===== src/rtl/gpio_port_pkg.sv =====
package gpio_port_pkg;
    localparam int REG_AW  = 5;
    localparam int FIELD_W = 2;

    typedef enum logic [2:0] {
        REG_DATA   = 3'd0,
        REG_DIR    = 3'd1,
        REG_PAD    = 3'd2,
        REG_CFG_LO = 3'd3,
        REG_CFG_HI = 3'd4,
        REG_MASK   = 3'd5,
        REG_STAT   = 3'd6,
        REG_ANY    = 3'd7
    } reg_sel_e;

    typedef enum logic [FIELD_W-1:0] {
        SENSE_LOW  = 2'd0,
        SENSE_HIGH = 2'd1,
        SENSE_RISE = 2'd2,
        SENSE_FALL = 2'd3
    } sense_e;
endpackage


===== src/rtl/gpio_in_sync.sv =====
module gpio_in_sync #(
    parameter int W      = 32,
    parameter int STAGES = 2
) (
    input  logic         clk,
    input  logic         rst_n,
    input  logic [W-1:0] async_in,
    output logic [W-1:0] sync_out
);
    logic [STAGES-1:0][W-1:0] stg_d, stg_q;

    always_comb begin
        stg_d[0] = async_in;
        for (int s = 1; s < STAGES; s++) begin
            stg_d[s] = stg_q[s-1];
        end
    end

    always_ff @(posedge clk or negedge rst_n) begin
        if (!rst_n) stg_q <= '0;
        else        stg_q <= stg_d;
    end

    assign sync_out = stg_q[STAGES-1];
endmodule


===== src/rtl/gpio_pin_sense.sv =====
module gpio_pin_sense
    import gpio_port_pkg::*;
(
    input  logic               cur,
    input  logic               prev,
    input  logic [FIELD_W-1:0] code,
    input  logic               any_edge,
    output logic               evt
);
    always_comb begin
        if (any_edge) begin
            evt = cur ^ prev;
        end else begin
            unique case (sense_e'(code))
                SENSE_LOW:  evt = ~cur;
                SENSE_HIGH: evt = cur;
                SENSE_RISE: evt = cur & ~prev;
                SENSE_FALL: evt = ~cur & prev;
                default:    evt = 1'b0;
            endcase
        end

        any_quiet_chk: assert (!(any_edge && (cur == prev) && evt));
    end
endmodule


===== src/rtl/gpio_sense_port.sv =====
module gpio_sense_port
    import gpio_port_pkg::*;
#(
    parameter int DATA_W    = 32,
    parameter int SYNC_DEPTH = 2
) (
    input  logic              clk,
    input  logic              rst_n,
    input  logic [REG_AW-1:0] bus_addr,
    input  logic              bus_we,
    input  logic [DATA_W-1:0] bus_wdata,
    output logic [DATA_W-1:0] bus_rdata,
    input  logic [DATA_W-1:0] pad_in,
    output logic [DATA_W-1:0] pad_out,
    output logic [DATA_W-1:0] pad_oe,
    output logic              irq_lo,
    output logic              irq_hi
);
    localparam int NUM_PINS = DATA_W;
    localparam int HALF     = NUM_PINS / 2;

    typedef struct packed {
        logic [DATA_W-1:0] data;
        logic [DATA_W-1:0] dir;
        logic [DATA_W-1:0] cfg_lo;
        logic [DATA_W-1:0] cfg_hi;
        logic [DATA_W-1:0] mask;
        logic [DATA_W-1:0] stat;
        logic [DATA_W-1:0] any_edge;
        logic [DATA_W-1:0] prev;
    } port_regs_t;

    port_regs_t        q, d;
    logic [DATA_W-1:0] level_sync;
    logic [DATA_W-1:0] evt;
    logic [DATA_W-1:0] clr;
    reg_sel_e          sel;
    logic              aligned;
    logic              wr_hit;

    assign sel     = reg_sel_e'(bus_addr[REG_AW-1:2]);
    assign aligned = (bus_addr[1:0] == 2'b00);
    assign wr_hit  = bus_we && aligned;

    gpio_in_sync #(.W(DATA_W), .STAGES(SYNC_DEPTH)) u_sync (
        .clk      (clk),
        .rst_n    (rst_n),
        .async_in (pad_in),
        .sync_out (level_sync)
    );

    for (genvar p = 0; p < NUM_PINS; p++) begin : g_pin
        localparam int FPOS = FIELD_W * (p % HALF);
        logic [FIELD_W-1:0] code;
        if (p < HALF) begin : g_lo
            assign code = q.cfg_lo[FPOS +: FIELD_W];
        end else begin : g_hi
            assign code = q.cfg_hi[FPOS +: FIELD_W];
        end
        gpio_pin_sense u_sense (
            .cur      (level_sync[p]),
            .prev     (q.prev[p]),
            .code     (code),
            .any_edge (q.any_edge[p]),
            .evt      (evt[p])
        );
    end

    always_comb begin
        d   = q;
        clr = '0;
        if (wr_hit) begin
            unique case (sel)
                REG_DATA:   d.data     = bus_wdata;
                REG_DIR:    d.dir      = bus_wdata;
                REG_CFG_LO: d.cfg_lo   = bus_wdata;
                REG_CFG_HI: d.cfg_hi   = bus_wdata;
                REG_MASK:   d.mask     = bus_wdata;
                REG_STAT:   clr        = bus_wdata;
                REG_ANY:    d.any_edge = bus_wdata;
                default:    ;
            endcase
        end
        d.stat = (q.stat & ~clr) | evt;
        d.prev = level_sync;
    end

    always_ff @(posedge clk or negedge rst_n) begin
        if (!rst_n) q <= '0;
        else        q <= d;
    end

    always_comb begin
        bus_rdata = '0;
        if (aligned) begin
            unique case (sel)
                REG_DATA:   bus_rdata = q.data;
                REG_DIR:    bus_rdata = q.dir;
                REG_PAD:    bus_rdata = level_sync;
                REG_CFG_LO: bus_rdata = q.cfg_lo;
                REG_CFG_HI: bus_rdata = q.cfg_hi;
                REG_MASK:   bus_rdata = q.mask;
                REG_STAT:   bus_rdata = q.stat;
                REG_ANY:    bus_rdata = q.any_edge;
                default:    bus_rdata = '0;
            endcase
        end
    end

    assign pad_out = q.data;
    assign pad_oe  = q.dir;
    assign irq_lo  = |(q.stat[HALF-1:0] & q.mask[HALF-1:0]);
    assign irq_hi  = |(q.stat[NUM_PINS-1:HALF] & q.mask[NUM_PINS-1:HALF]);


    evt_latch_chk: assert property (@(posedge clk) disable iff (!rst_n)
        (evt != '0) |=> ((q.stat & $past(evt)) == $past(evt)));


    w1c_clear_chk: assert property (@(posedge clk) disable iff (!rst_n)
        (wr_hit && sel == REG_STAT) |=> ((q.stat & $past(bus_wdata & ~evt)) == '0));


    no_spurious_chk: assert property (@(posedge clk) disable iff (!rst_n)
        ((q.stat & ~$past(q.stat | evt)) == '0));


    irq_lo_mask_chk: assert property (@(posedge clk) disable iff (!rst_n)
        irq_lo |-> (q.mask[HALF-1:0] != '0));


    irq_hi_mask_chk: assert property (@(posedge clk) disable iff (!rst_n)
        irq_hi |-> (q.mask[NUM_PINS-1:HALF] != '0));


    dir_write_chk: assert property (@(posedge clk) disable iff (!rst_n)
        (wr_hit && sel == REG_DIR) |=> (pad_oe == $past(bus_wdata)));
endmodule


===== config.mk =====
export PLATFORM = sky130hd
export DESIGN_NAME = gpio_sense_port
export DESIGN_NICKNAME = d
export VERILOG_FILES = /design/src/rtl/gpio_port_pkg.sv /design/src/rtl/gpio_in_sync.sv /design/src/rtl/gpio_pin_sense.sv /design/src/rtl/gpio_sense_port.sv
export SDC_FILE = /design/constraint.sdc
export NUM_CORES = 1
export LEC_CHECK = 0
export ABC_CLOCK_PERIOD_IN_PS = 5500
export BUFFER_PORTS_ARGS = -buffer_cell sky130_fd_sc_hd__buf_2
export CAP_MARGIN = 30
export CELL_PAD_IN_SITES_DETAIL_PLACEMENT = 1
export CELL_PAD_IN_SITES_GLOBAL_PLACEMENT = 2
export CORE_MARGIN = 4
export CORE_UTILIZATION = 42
export CTS_CLUSTER_DIAMETER = 60
export DETAILED_ROUTE_END_ITERATION = 10
export GPL_TIMING_DRIVEN = 0
export PLACE_DENSITY = 0.95
export SYNTH_ARGS = -nofsm -noshare
export SYNTH_HDL_FRONTEND = slang
export SYNTH_SLANG_ARGS = --single-unit

===== constraint.sdc =====
create_clock -name clk -period 5.5 [get_ports clk]
set_clock_uncertainty 0.1 [all_clocks]
set_input_delay 1.1 -clock clk [delete_from_list [all_inputs] [get_ports clk]]
set_output_delay 1.1 -clock clk [all_outputs]
set_load 0.1 [all_outputs]

==> impl_metrics.toml, run 1 <==
[flow_run]
max_cap_viol_count = 0

[die]
die_h_um = 201.1
rows = 70
start_util_pct = 42.66
io-pin-count = 170
die_w_um = 201.1
core_mm2 = 0.03670
dieArea_mm2 = 0.04043

[clock_tree]
cts_resized = 0
cts_tree = "yes"
clk_latency_ns = 0.54
clockBufferDepth = 3
hold_buffers = 0
cts_buffers = 37
postCtsSetupBuffers = 0
clockRootBuffer = "clkbuf_16"
clk_pin_slew_ns = 0.05
htreeDepth = 2
clkSinkCount = 320

[timing]
tns_ns = 0
timing.fmax_mhz = 192.9
rsz0062_at_grt = "false"
tightest_slew_ns = 0.9809
drv_slew = 0
finalHoldViolCount = 0
layout_min_cycle_time_ns = 5.184
setup_viol = 0
max-slew-margin-rel_pct = 34.60
fin_crit_sh_pct = 94.26

[placed_design]
place_congestion = 0.9515
dp_hpwl_mm = 39.45
io_buffers = 167

[routing]
wl_mm = 54.98
drc = 0
vias = 12229
first_pass_iters = 5
drt_iter0_drc = 1051
wl_per_cell_um = 25.60
avgViaCountPerCell = 5.693
ant_nets = 0

[worst_setup_path]
path_cells = "buf_2 -> buf_4 -> inv_2 -> nor3_4 -> clkbuf_1 -> a22oi_1 -> a31oi_1 -> buf_2"
r2r_start = "u_sync.sync_out[14]"
crit_fanout = 10
cp-start-kind = "input pin"
ff2ff_path_depth = 6
rr_endpoint = "q[78]"
worst_setup_path_end_kind = "output port"
crit_slowest_cell = "clkbuf_1"
slowest_delay_ns = 0.79
reg2reg_setup_slack_ns = 3.78
crit_required_ns = 4.30
cpMostUsedCell = "buf_2"
arrival_ns = 3.98
worstSetupPathType = "in -> out"

[hold_path]
hold_start = "u_sync.stg_d[46]"
hold_path_class = "reg -> reg"
hold_path_end = "u_sync.sync_out[14]"
hold_depth = 0

[global_routing]
grt_pass1_vias = 13000
gr-total-overflow = 0
antenna_found_initial = 0
grt_pass1_wl_mm = 82.66
grt_max_degree = 98
track_usage_pct = 26.83

[yosys]
syn-num-nets = 1579
yosysSeqAreaShare_pct = 51.15
yosysUniqueCellTypes = 38
yosys_warnings = 0
synthCells = 1443
synth_area_mm2 = 0.01566
ys_ff_latch = 320
synth.avg_cell_area_um2 = 10.85

[final_layout]
utilization_pct = 50.28
synthToLayoutAreaGrowth_pct = 17.85
nets = 1790
antenna_cells = 0
drive_gt1_share_pct = 24.94

[power]
powerDensity_mw_per_mm2 = 410.1
p_leak_nw = 8.947
ir_drop_mv = 0.2346

[status]
status = "complete, no violations"
==> cell type report <==
cell class / instances / area (µm²)
fill: 3997 / 18250
sequential: 320 / 8008
multi-input combinational: 890 / 6445
clock buffer: 57 / 1114
timing repair buffer: 172 / 950.9
buffer: 136 / 839.6
tap: 468 / 585.6
inverter: 97 / 364.1
clock inverter: 8 / 143.9
==> report_power, final <==
| group | internal (W) | switching, W | leakage, nW |
|---|---|---|---|
| sequential | 0.00266 | 0.000404 | 3.87 |
| clock | 0.00158 | 0.00100 | 0.617 |
| combinational | 0.000603 | 0.00131 | 4.46 |
| total | 0.00485 | 0.00272 | 8.95 |
==> sequential cells by signal, indices dropped and copies added (netlist names) <==
name	count
pad_oe	32
u_sync.stg_d	32
g_pin.code	64
u_sync.sync_out	32
q	128
pad_out	32
==> worst max-delay path, delay by kind of cell <==
family	cells	cell delay [ns]
AND/OR/NAND/NOR	1	0.59
AO/OA/AOI/OAI	2	0.51
buffers and inverters	5	1.78
==> per-stage QoR <==
stage	hold slack, ns	power [W]	setup WS [ns]	area, µm²	cells
2_1_floorplan	0.2312	0.004455	0.6735	15660	1443
3_3_place_gp	0.2325	0.004924	-3.020	17080	2078
3_5_place_dp	0.2356	0.005000	0.3836	17170	2081
4_1_cts	0.2486	0.007596	0.3881	18430	2146
5_1_grt	0.2519	0.007857	0.2791	18450	2148
6_report	0.2448	0.007566	0.3156	18450	2148
==> cell families (layout without fill, tap and decap cells) <==
group | count (synthesis) | in the layout | share of synthesized area (%)
AOI/OAI and AO/OA | 334 | 334 | 12.83
buffers and inverters | 233 | 470 | 7.688
muxes | 198 | 198 | 14.27
adders and majority gates | 64 | 64 | 5.115
DFF | 320 | 320 | 51.15
xor gates and xnor gates | 32 | 32 | 1.790
and+or+nand+nor | 262 | 262 | 7.161
==> routing by layer <==
layer	GRT usage [%]	share of wire [%]
met5	0	0
met4	9.317	3.2
met3	4.475	6.1
met2	43.84	48
met1	36.42	43
==> cell usage in the layout (no fill, tap or decap), types with 7 or more instances in the layout <==
cell and instances:
mux2i_1 96, o21ai_0 192, clkbuf_8 7, dfrtp_1 320
xor2_1 32, ha_1 64, nor2b_1 28, a211oi_1 10
buf_4 65, a21oi_1 32, a31oi_1 12, clkbuf_1 55
nor2_1 40, a22oi_1 26, inv_1 96, mux2_4 30
o2bb2ai_1 26, mux2_2 69, a22o_1 13, nand2_1 173
clkbuf_16 39, buf_2 183, a221oi_1 23
==> synthesized netlist by cell type (all sizes together) <==
cell type / number / area share, %
nor2: 40 / 0.96
inv: 97 / 2.3
dfrtp: 320 / 51
nand2b: 1 / 0.040
a22o: 13 / 0.73
a211oi: 10 / 0.48
nor3: 2 / 0.17
nor2b: 28 / 1.1
ha: 64 / 5.1
a21oi: 32 / 1.0
nand2: 173 / 4.1
mux2: 101 / 8.0
and2: 2 / 0.080
xor2: 32 / 1.8
mux4: 1 / 0.14
nand3: 7 / 0.26
buf: 92 / 4.3
clkbuf: 44 / 1.1
a31oi: 12 / 0.48
mux2i: 96 / 6.1
or2: 2 / 0.080
or3: 1 / 0.072
o2bb2ai: 26 / 1.5
nand4: 5 / 0.20
a221oi: 23 / 1.3
and3: 1 / 0.040
o21ai: 192 / 6.1
a22oi: 26 / 1.2
==> worst max-delay path by stage <==
| stage | cells past startpoint | startpoint | to | slack [ns] |
|---|---|---|---|---|
| finish | 8 | bus_addr[2] | bus_rdata[21] | 0.32 |
| global route | 8 | bus_addr[2] | bus_rdata[13] | 0.28 |
| CTS | 8 | bus_addr[2] | bus_rdata[21] | 0.39 |
| detailed placement | 8 | bus_addr[2] | bus_rdata[21] | 0.38 |
| global placement | 1 | rst_n | u_sync.stg_d[47] | -3.02 |
| floorplan | 7 | bus_addr[4] | bus_rdata[0] | 0.67 |
Note: power is estimated with default switching activity, not from simulation.
==> run 2, diff against run 1 <==
--- a/config.mk
+++ b/config.mk
@@ -8,10 +8,8 @@
 export ABC_CLOCK_PERIOD_IN_PS = 5500
 export BUFFER_PORTS_ARGS = -buffer_cell sky130_fd_sc_hd__buf_2
 export CAP_MARGIN = 30
-export CELL_PAD_IN_SITES_DETAIL_PLACEMENT = 1
-export CELL_PAD_IN_SITES_GLOBAL_PLACEMENT = 2
 export CORE_MARGIN = 4
-export CORE_UTILIZATION = 42
+export CORE_UTILIZATION = 64
 export CTS_CLUSTER_DIAMETER = 60
 export DETAILED_ROUTE_END_ITERATION = 10
 export GPL_TIMING_DRIVEN = 0
==> impl_metrics.toml, run 2 (synthesized netlist as in run 1, its figures left out) <==
[timing]
layout_min_cycle_time_ns = 5.033
finalHoldViolCount = 0
timing.fmax_mhz = 198.7
tightest_slew_ns = 1.031
rsz0062_at_grt = "false"
finalHoldWorstSlack_ns = 0.2400
max-slew-margin-rel_pct = 31.27
fin_crit_sh_pct = 91.51
setup_viol = 0
layout_setup_ws_ns = 0.4670
drv_slew = 0

[die]
dieArea_mm2 = 0.02703
start_util_pct = 65.91
io-pin-count = 170
die_h_um = 164.4
core_mm2 = 0.02375
rows = 56
die_w_um = 164.4

[routing]
vias = 12879
drt_iter0_drc = 1725
first_pass_iters = 6
wl_mm = 49.77
avgViaCountPerCell = 6.449
drc = 0
ant_nets = 0
wl_per_cell_um = 24.92

[hold_path]
hold_path_class = "reg -> reg"

[global_routing]
grt_max_degree = 101
gr-total-overflow = 0
grt_pass1_vias = 13348
antenna_found_initial = 0
track_usage_pct = 37.46
grt_pass1_wl_mm = 76.33

[power]
ir_drop_mv = 0.3308
power.internal_w = 0.004762
p_clk_share_pct = 33.4
p_sw_share_pct = 36.27
total_power_w = 0.007472
power_frac_comb_pct = 25.6
pwr-share-seq_pct = 41.0
netSwitchingPower_w = 0.002710
powerDensity_mw_per_mm2 = 410.3
p_leak_nw = 8.929

[placed_design]
post-place-ws_ns = 0.6673
placed_area_mm2 = 0.01698
place_congestion = 0.9864
dp_hpwl_mm = 34.58
dp.cells = 1932
io_buffers = 167

[clock_tree]
clkSinkCount = 320
cts_buffers = 36
clockRootBuffer = "clkbuf_16"
cts_tree = "yes"
clk_pin_slew_ns = 0.06
hold_buffers = 0
clk_latency_ns = 0.53
cts_resized = 0
clockBufferDepth = 3
htreeDepth = 2
postCtsSetupBuffers = 0

[flow_run]
max_cap_viol_count = 0

[final_layout]
most-common-layout-cells = "dfrtp_1 (320), o21ai_0 (192), buf_2 (183)"
largest_reg_flops = 128
drive_gt1_share_pct = 25.15
antenna_cells = 0
final_cells = 1997
fillers = 1468
stdcell_area_mm2 = 0.01821
synthToLayoutAreaGrowth_pct = 16.33
final_common_cell = "dfrtp_1"
regMostFlops = "q"
nets = 1787

[worst_setup_path]
crit_fanout = 10
path_cells = "buf_2 -> buf_4 -> inv_2 -> nor3_4 -> clkbuf_1 -> a22oi_1 -> a21oi_1 -> buf_2"
worstSetupPathType = "in -> out"
crit_required_ns = 4.30
cpMostUsedCell = "buf_2"
arrival_ns = 3.83
slowest_delay_ns = 0.83
crit_slowest_cell = "clkbuf_1"
cp-start-kind = "input pin"
worst_setup_path_end_kind = "output port"

[status]
status = "complete, no violations"
[run 2: critical path: cells and delay by family]
kind,cells,cell delay [ns]
AOI/OAI and AO/OA,2,0.46
and+or+nand+nor,1,0.50
buffers and inverters,5,1.76
[run 2: cell type report]
| type | count | area [µm²] | area share, % |
|---|---|---|---|
| clock inverters | 14 | 170.2 | 0.9343 |
| well taps | 319 | 399.1 | 2.192 |
| inverters | 97 | 364.1 | 1.999 |
| multi-input cells | 890 | 6445 | 35.39 |
| flip-flops and latches | 320 | 8008 | 43.97 |
| clock buffers | 51 | 1059 | 5.812 |
| repair buffers | 170 | 928.4 | 5.098 |
| plain buffers | 136 | 839.6 | 4.610 |
[run 2: metal layers]
layer,global-route usage [%],part of all wire [%],wire length [µm],vias up
li1,-,-,-,5324
met1,49.48,36,17970,6263
met2,57.26,45,22370,1002
met3,8.835,12,5944,290
met4,21.59,7.0,3482,0
met5,0,0,0,-
[run 2: per-stage QoR]
step	TNS, ns	utilization, %
global placement	-833.14	71.11
global route	0	76.68
detailed placement	0	71.50
finish	0	76.68
floorplan	0	-
CTS	0	76.68
[run 2: path summary, 6_finish.rpt]
path	cells past startpoint	end	from	slack, ns
setup reg to reg	6	q[77]	u_sync.sync_out[13]	3.84
hold / removal	0	u_sync.sync_out[14]	u_sync.stg_d[46]	0.24
min in group asynchronous	1	pad_out[10]	rst_n	0.38
hold reg to reg	0	u_sync.sync_out[14]	u_sync.stg_d[46]	0.24
setup / recovery	8	bus_rdata[11]	bus_addr[2]	0.47
max in group asynchronous	3	u_sync.sync_out[13]	rst_n	3.65
[run 2: power groups by stage]
stage / clock (W) / sequential [W] / combinational [W]
2_1_floorplan: 0 / 0.00292 / 0.00154
3_3_place_gp: 0 / 0.00305 / 0.00181
3_5_place_dp: 0 / 0.00307 / 0.00188
4_1_cts: 0.00249 / 0.00304 / 0.00190
5_1_grt: 0.00259 / 0.00309 / 0.00202
6_report: 0.00250 / 0.00306 / 0.00191
